[config.mk]
export PLATFORM = sky130hd
export DESIGN_NAME = ccb_splitter
export DESIGN_NICKNAME = d
export VERILOG_FILES = /design/src/rtl/ccb_pkg.sv /design/src/rtl/ccb_pick.sv /design/src/rtl/ccb_store.sv /design/src/rtl/ccb_splitter.sv
export SDC_FILE = /design/constraint.sdc
export NUM_CORES = 2
export LEC_CHECK = 0
export BUFFER_PORTS_ARGS = -buffer_cell sky130_fd_sc_hd__buf_2
export CAP_MARGIN = 10
export CORE_AREA = 2 2 592 594
export CTS_BUF_LIST = sky130_fd_sc_hd__clkbuf_2 sky130_fd_sc_hd__clkbuf_4 sky130_fd_sc_hd__clkbuf_8
export DETAILED_ROUTE_END_ITERATION = 12
export DIE_AREA = 0 0 594 596
export GPL_TIMING_DRIVEN = 0
export PLACE_DENSITY = 0.4
export SLEW_MARGIN = 40
export SYNTH_ARGS = -nofsm -noshare
export SYNTH_HDL_FRONTEND = slang
export SYNTH_SLANG_ARGS = --single-unit
[constraint.sdc]
create_clock -name clk -period 6.8 [get_ports clk]
set_input_delay 1.36 -clock clk [delete_from_list [all_inputs] [get_ports clk]]
set_output_delay 1.36 -clock clk [all_outputs]
set_load 0.02 [all_outputs]
[src/rtl/ccb_pkg.sv]
// Shared types for the constant cache broadcast splitter.
package ccb_pkg;
    typedef enum logic [2:0] {
        ST_IDLE,   // waiting for a warp request
        ST_LOOK,   // pick next unserved address and probe the cache
        ST_MISS,   // memory request presented
        ST_WAIT,   // waiting for the memory word
        ST_DONE    // one-cycle completion strobe
    } ccb_state_t;
endpackage

[src/rtl/ccb_pick.sv]
// Selects the address of the lowest-numbered pending lane and marks every
// pending lane that requests that same address.
// Assumes: pending is a subset of the active mask; purely combinational.
module ccb_pick #(
    parameter int LANES = 32,
    parameter int AW    = 12
) (
    input  logic [LANES-1:0]    pending,
    input  logic [LANES*AW-1:0] addrs,
    output logic                any,
    output logic [AW-1:0]       sel_addr,
    output logic [LANES-1:0]    match
);
    // Priority pick: the lowest pending lane wins.
    always_comb begin
        any      = 1'b0;
        sel_addr = '0;
        for (int i = LANES - 1; i >= 0; i--) begin
            if (pending[i]) begin
                any      = 1'b1;
                sel_addr = addrs[i*AW +: AW];
            end
        end
    end

    // Per-lane compare: mark pending lanes that share the chosen address.
    for (genvar g = 0; g < LANES; g++) begin : g_cmp
        assign match[g] = pending[g] && (addrs[g*AW +: AW] == sel_addr);
    end
endmodule

[src/rtl/ccb_store.sv]
// Direct-mapped read-only word cache: combinational probe, one fill port.
// Assumes: LINES is a power of two smaller than 2**AW; valid bits clear on reset.
module ccb_store #(
    parameter int AW    = 12,
    parameter int DW    = 32,
    parameter int LINES = 16
) (
    input  logic          clk,
    input  logic          rst_n,
    input  logic [AW-1:0] rd_addr,
    output logic          hit,
    output logic [DW-1:0] rd_data,
    input  logic          wr_en,
    input  logic [AW-1:0] wr_addr,
    input  logic [DW-1:0] wr_data
);
    localparam int IW = $clog2(LINES);
    localparam int TW = AW - IW;

    logic [LINES-1:0] valid_q;
    logic [TW-1:0]    tag_q  [LINES];
    logic [DW-1:0]    data_q [LINES];

    logic [IW-1:0] rd_idx, wr_idx;
    assign rd_idx = rd_addr[IW-1:0];
    assign wr_idx = wr_addr[IW-1:0];

    // Probe: hit when the indexed line is valid and its tag matches.
    assign hit     = valid_q[rd_idx] && (tag_q[rd_idx] == rd_addr[AW-1:IW]);
    assign rd_data = data_q[rd_idx];

    // Valid bits: cleared by reset, set by a fill.
    always_ff @(posedge clk) begin
        if (!rst_n)     valid_q <= '0;
        else if (wr_en) valid_q[wr_idx] <= 1'b1;
    end

    // Tag and data arrays: written on a fill only.
    always_ff @(posedge clk) begin
        if (wr_en) begin
            tag_q[wr_idx]  <= wr_addr[AW-1:IW];
            data_q[wr_idx] <= wr_data;
        end
    end


    fill_valid_chk: assert property (@(posedge clk) disable iff (!rst_n)
        wr_en |=> valid_q[$past(wr_idx)]);
endmodule

[src/rtl/ccb_splitter.sv]
// Warp constant read: splits a request into one cache access per distinct
// address, fetches misses from backing memory and broadcasts each word to
// all matching lanes. Assumes memory answers each accepted request with
// exactly one response and never responds unasked.
module ccb_splitter #(
    parameter int LANES = 32,
    parameter int AW    = 12,
    parameter int DW    = 32,
    parameter int LINES = 16,
    localparam int CW   = $clog2(LANES + 1)
) (
    input  logic                clk,
    input  logic                rst_n,
    input  logic                req_valid,
    output logic                req_ready,
    input  logic [LANES-1:0]    req_mask,
    input  logic [LANES*AW-1:0] req_addr,
    output logic                mem_req_valid,
    input  logic                mem_req_ready,
    output logic [AW-1:0]       mem_req_addr,
    input  logic                mem_rsp_valid,
    input  logic [DW-1:0]       mem_rsp_data,
    output logic                done,
    output logic [LANES*DW-1:0] result,
    output logic [CW-1:0]       sub_count,
    output logic [CW-1:0]       miss_count
);
    import ccb_pkg::*;

    ccb_state_t          st_q;
    logic [LANES*AW-1:0] addr_q;
    logic [LANES-1:0]    pend_q;
    logic [LANES*DW-1:0] res_q;
    logic [CW-1:0]       sub_q, miss_q;

    logic             any, hit, serve, fill;
    logic [AW-1:0]    sel_addr;
    logic [LANES-1:0] match;
    logic [DW-1:0]    rd_data, serve_data;

    ccb_pick #(.LANES(LANES), .AW(AW)) u_pick (
        .pending(pend_q), .addrs(addr_q),
        .any(any), .sel_addr(sel_addr), .match(match)
    );

    ccb_store #(.AW(AW), .DW(DW), .LINES(LINES)) u_store (
        .clk(clk), .rst_n(rst_n),
        .rd_addr(sel_addr), .hit(hit), .rd_data(rd_data),
        .wr_en(fill), .wr_addr(sel_addr), .wr_data(mem_rsp_data)
    );

    // Serve step: a cache hit while probing, or a memory word arriving.
    assign fill       = (st_q == ST_WAIT) && mem_rsp_valid;
    assign serve      = ((st_q == ST_LOOK) && any && hit) || fill;
    assign serve_data = fill ? mem_rsp_data : rd_data;

    // Sequencer: accept, probe per distinct address, fetch misses, finish.
    always_ff @(posedge clk) begin
        if (!rst_n) begin
            st_q   <= ST_IDLE;
            addr_q <= '0;
            pend_q <= '0;
            res_q  <= '0;
            sub_q  <= '0;
            miss_q <= '0;
        end else begin
            case (st_q)
                ST_IDLE: if (req_valid) begin
                    addr_q <= req_addr;
                    pend_q <= req_mask;
                    res_q  <= '0;
                    sub_q  <= '0;
                    miss_q <= '0;
                    st_q   <= ST_LOOK;
                end
                ST_LOOK: if (!any) begin
                    st_q <= ST_DONE;
                end else begin
                    sub_q <= sub_q + 1'b1;
                    if (!hit) begin
                        miss_q <= miss_q + 1'b1;
                        st_q   <= ST_MISS;
                    end
                end
                ST_MISS: if (mem_req_ready) st_q <= ST_WAIT;
                ST_WAIT: if (mem_rsp_valid) st_q <= ST_LOOK;
                default: st_q <= ST_IDLE;
            endcase
            if (serve) begin
                pend_q <= pend_q & ~match;
                for (int i = 0; i < LANES; i++) begin
                    if (match[i]) res_q[i*DW +: DW] <= serve_data;
                end
            end
        end
    end

    assign req_ready     = (st_q == ST_IDLE);
    assign done          = (st_q == ST_DONE);
    assign mem_req_valid = (st_q == ST_MISS);
    assign mem_req_addr  = sel_addr;
    assign result        = res_q;
    assign sub_count     = sub_q;
    assign miss_count    = miss_q;


    done_pulse_chk: assert property (@(posedge clk) disable iff (!rst_n)
        done |=> !done);

    mem_hold_chk: assert property (@(posedge clk) disable iff (!rst_n)
        mem_req_valid && !mem_req_ready |=> mem_req_valid && $stable(mem_req_addr));

    busy_ready_chk: assert property (@(posedge clk) disable iff (!rst_n)
        mem_req_valid |-> !req_ready);

    miss_bound_chk: assert property (@(posedge clk) disable iff (!rst_n)
        miss_count <= sub_count);

    serve_clear_chk: assert property (@(posedge clk) disable iff (!rst_n)
        serve |=> (pend_q & $past(match)) == '0);
endmodule

==> run metrics <==
status=complete, but fails checks; failing checks=negative setup slack; share of cells above drive strength 1=26.0%; # nets final=11,103; FF+latch count, synth=2,111; Req. time, crit path=7780 ps; DIE AREA=354,000 µm²; WP data arrival=7830 ps; slack of the worst reg-to-reg path=-50 ps; Slew @ Worst Pin=924 ps; Sw Share=49.0%; most used cell, CP=buf_2; Final Setup Violations=13; CTS Buf Count=385; Detailed Place HPWL=402,000 µm; Seq pwr share=26.1%; placed cell areas=102,000 µm²; startpoint types=flop; metal3 WL=37,500 µm; Pint=0.0281 W; CTS tree=built; Post-route DRC=0; Syn Area/Cell=9.99 µm²; register area=48,700 µm²; RePlAce Congestion=0.952; Max clock buf depth=4; wl on met1=209,000 µm; Gate power share=50.0%; Pre-Repair DR Iteration Count=6; min cycle time layout=6850 ps; worst setup path class=flop to flop; max cap viols=0; largest net degree at the start of global routing=24; syn nets=9,099; final setup margin=-48.5 ps; EDFF count, synth=640; Worst slew margin=38.4%; Main synth FF type=dfxtp_1; initial antenna violation count=90; Worst path slowest cell=a221oi_2; top cells by area, synth=dfxtp_1 (34%), edfxtp_1 (22%), mux2i_1 (12%); synthesized area=86,400 µm²; routed wl met2=232,000 µm; worst slack at placement=-1870 ps; Hold/Removal Path Class=flop to flop; final instance area=111,000 µm²; CP Max Fanout=10; Netlist cell types=89; Synth top area share=34.1%; Post-Synthesis Cells=8,644; Hold-fix buffers, CTS=0; first-pass GRT wire length=664,000 µm; area of the multi-input gates=34,900 µm²; effective utilization at floorplan=24.8%; highest metal used=met5; Row Count=217; Max Freq=0.146 GHz; CP top delay family=compound AO/OA/AOI/OAI gates; detailed-route via count=76,792; gr ovfl total=0; Setup Skew=92.8 ps; worst path bufs/invs=6; Routed WL=504,000 µm; vias per cell=4.92; GRT Total Usage=27.3%; Pins Over Slew Limit=0; antenna viol nets, final=0; clk slew on worst S/H paths=70 ps; Port Buffers=1,502; CORE AREA=348,000 µm²; Clock Sink Count=2,111; PwrDens=493 nW/µm²; Critical Path End Type=flop; Initial DRC Count=7,133; FILL cells=36,517; die width=594 µm; leakage power=42.9 nW; # IOs=1,504; vias in the first global route=74,202; Final Hold Fails=0; Crit path largest cell delay=730 ps; register area share after synthesis=56.3%; Area Growth Syn to Fin=29.0%; later-pin clock latency in the skew report=1140 ps; Clock Power Share=23.9%; CTS H-tree lvls=5; worst path cell trace=buf_2, a221oi_1, a221oi_2, o211a_1, o31ai_4, nor2_2, buf_2, buf_2, nor2_1, a222oi_1, nand4_1, xnor2_1, a2111oi_2, a21oi_1, buf_2, nor3b_1, buf_2, buf_4, mux2i_1; Final period util=101%; Peak VDD IR=0.310 mV; yosys synthesis warning count=0; area leader, netlist=dfxtp_1; die height=596 µm; Root Driver=clkbuf_8; routed len/inst=32.3 µm; ys async rst share=0%; switching pwr=0.0269 W
[sequential cells by signal (all words and copies together) (netlist names)]
signal           cells
pend_q              32
st_q                 3
miss_count           6
u_store.tag_q      128
sub_count            6
u_store.valid_q     16
addr_q             384
u_store.data_q     512
result            1024
[Yosys cell counts, types with 52 or more instances]
library cell	instances
clkbuf_1	528
a211oi_1	52
a311oi_1	106
nand3_1	138
inv_1	60
a21oi_1	530
nand2_1	2569
xor2_1	84
o211ai_1	62
o21ai_0	76
edfxtp_1	640
and3_1	114
buf_4	68
dfxtp_1	1471
nor2_1	155
xnor2_1	296
mux2i_1	1049
nor4_1	71
buf_2	65
[worst reg2reg max path, stage by stage, from the launching register on]
cell,delay (ps)
dfxtp_1,480
buf_2,300
a221oi_1,110
a221oi_2,730
o211a_1,360
o31ai_4,160
nor2_2,160
buf_2,310
buf_2,380
nor2_1,150
a222oi_1,350
nand4_1,390
xnor2_1,270
a2111oi_2,430
a21oi_1,180
buf_2,360
nor3b_1,570
buf_2,430
buf_4,350
mux2i_1,250
[cell usage in the layout, fill, tap and decap left out, types with 21 or more instances in the layout]
master	instances
nand2_1	2540
buf_2	1575
dfxtp_1	1469
mux2i_1	1048
edfxtp_1	640
a21oi_1	528
clkbuf_8	469
clkbuf_1	330
xnor2_1	296
clkbuf_4	187
clkbuf_2	155
nand3_1	137
nor2_1	134
and3_1	114
a311oi_1	102
buf_4	95
xor2_1	84
o21ai_0	68
nor4_1	68
o211ai_1	62
inv_1	56
buf_16	52
a211oi_1	51
nand4_1	46
a31oi_1	46
buf_6	45
diode_2	39
clkinv_2	31
o31ai_1	30
buf_8	30
a221oi_1	23
nor2b_1	21
[final cells by class]
class                      instances  share of cell area (%)
inverter                          68                   0.244
timing repair buffer            1624                    8.78
clock inverter                    74                   0.603
sequential                      2111                    43.7
clock buffer                     623                    6.81
antenna                           39                  0.0875
tap                             4599                    5.16
multi-input combinational       5744                    31.3
buffer                           714                    3.31
[path summary, 6_finish.rpt]
| path | from | to | cells after the start |
|---|---|---|---|
| worst min-delay path | result[155] | result[155] | 2 |
| worst max-delay path | pend_q[27] | result[997] | 19 |
| worst max register to register | pend_q[27] | result[997] | 19 |
| worst min register to register | result[155] | result[155] | 2 |
[stage by stage]
stage	hold WS [ps]	total power [W]	setup TNS, ps	util (%)	std cells
2_1_floorplan	435	0.0266	0	-	8644
3_3_place_gp	439	0.0401	-7088540	28.7	14745
3_5_place_dp	443	0.0413	-1846790	29.4	14850
4_1_cts	377	0.0551	-9.48	32.0	15549
5_1_grt	434	0.0568	-63.7	32.0	15568
6_report	453	0.0550	-314	32.1	15596
[repair_timing]
item,CTS,global route
endpoints found under the setup margin,1497,865
gates cloned,0,0
pin swaps,8,13
endpoints found under the hold margin,0,0
resized for setup,156,73
setup buffers,7,8
[metal layers]
metal / up-vias / GRT usage (%)
li1: 33839 / -
met1: 38832 / 34.6
met2: 3340 / 44.3
met3: 755 / 5.92
met4: 26 / 12.5
met5: - / 0
[power groups by stage]
stage	Clock (W)	Combinational, W	Sequential, W
floorplan	0	0.0123	0.0143
global placement	0	0.0255	0.0146
detailed placement	0	0.0267	0.0146
CTS	0.0134	0.0273	0.0143
global route	0.0140	0.0285	0.0144
finish	0.0131	0.0275	0.0143
[cells by family (layout without fill, tap and decap cells)]
logic type	count (synthesis)	in the layout	share of synthesized area (%)
adders and majority gates	2	2	0.0290
buffers and inverters	789	3103	4.11
AOI/OAI and AO/OA	1078	1078	7.93
and+or+nand+nor	3229	3229	15.5
DFF	2111	2111	56.3
other	0	39	0
xor gates and xnor gates	380	380	3.85
muxes	1055	1055	12.2
(Power assumes the default switching activity.)
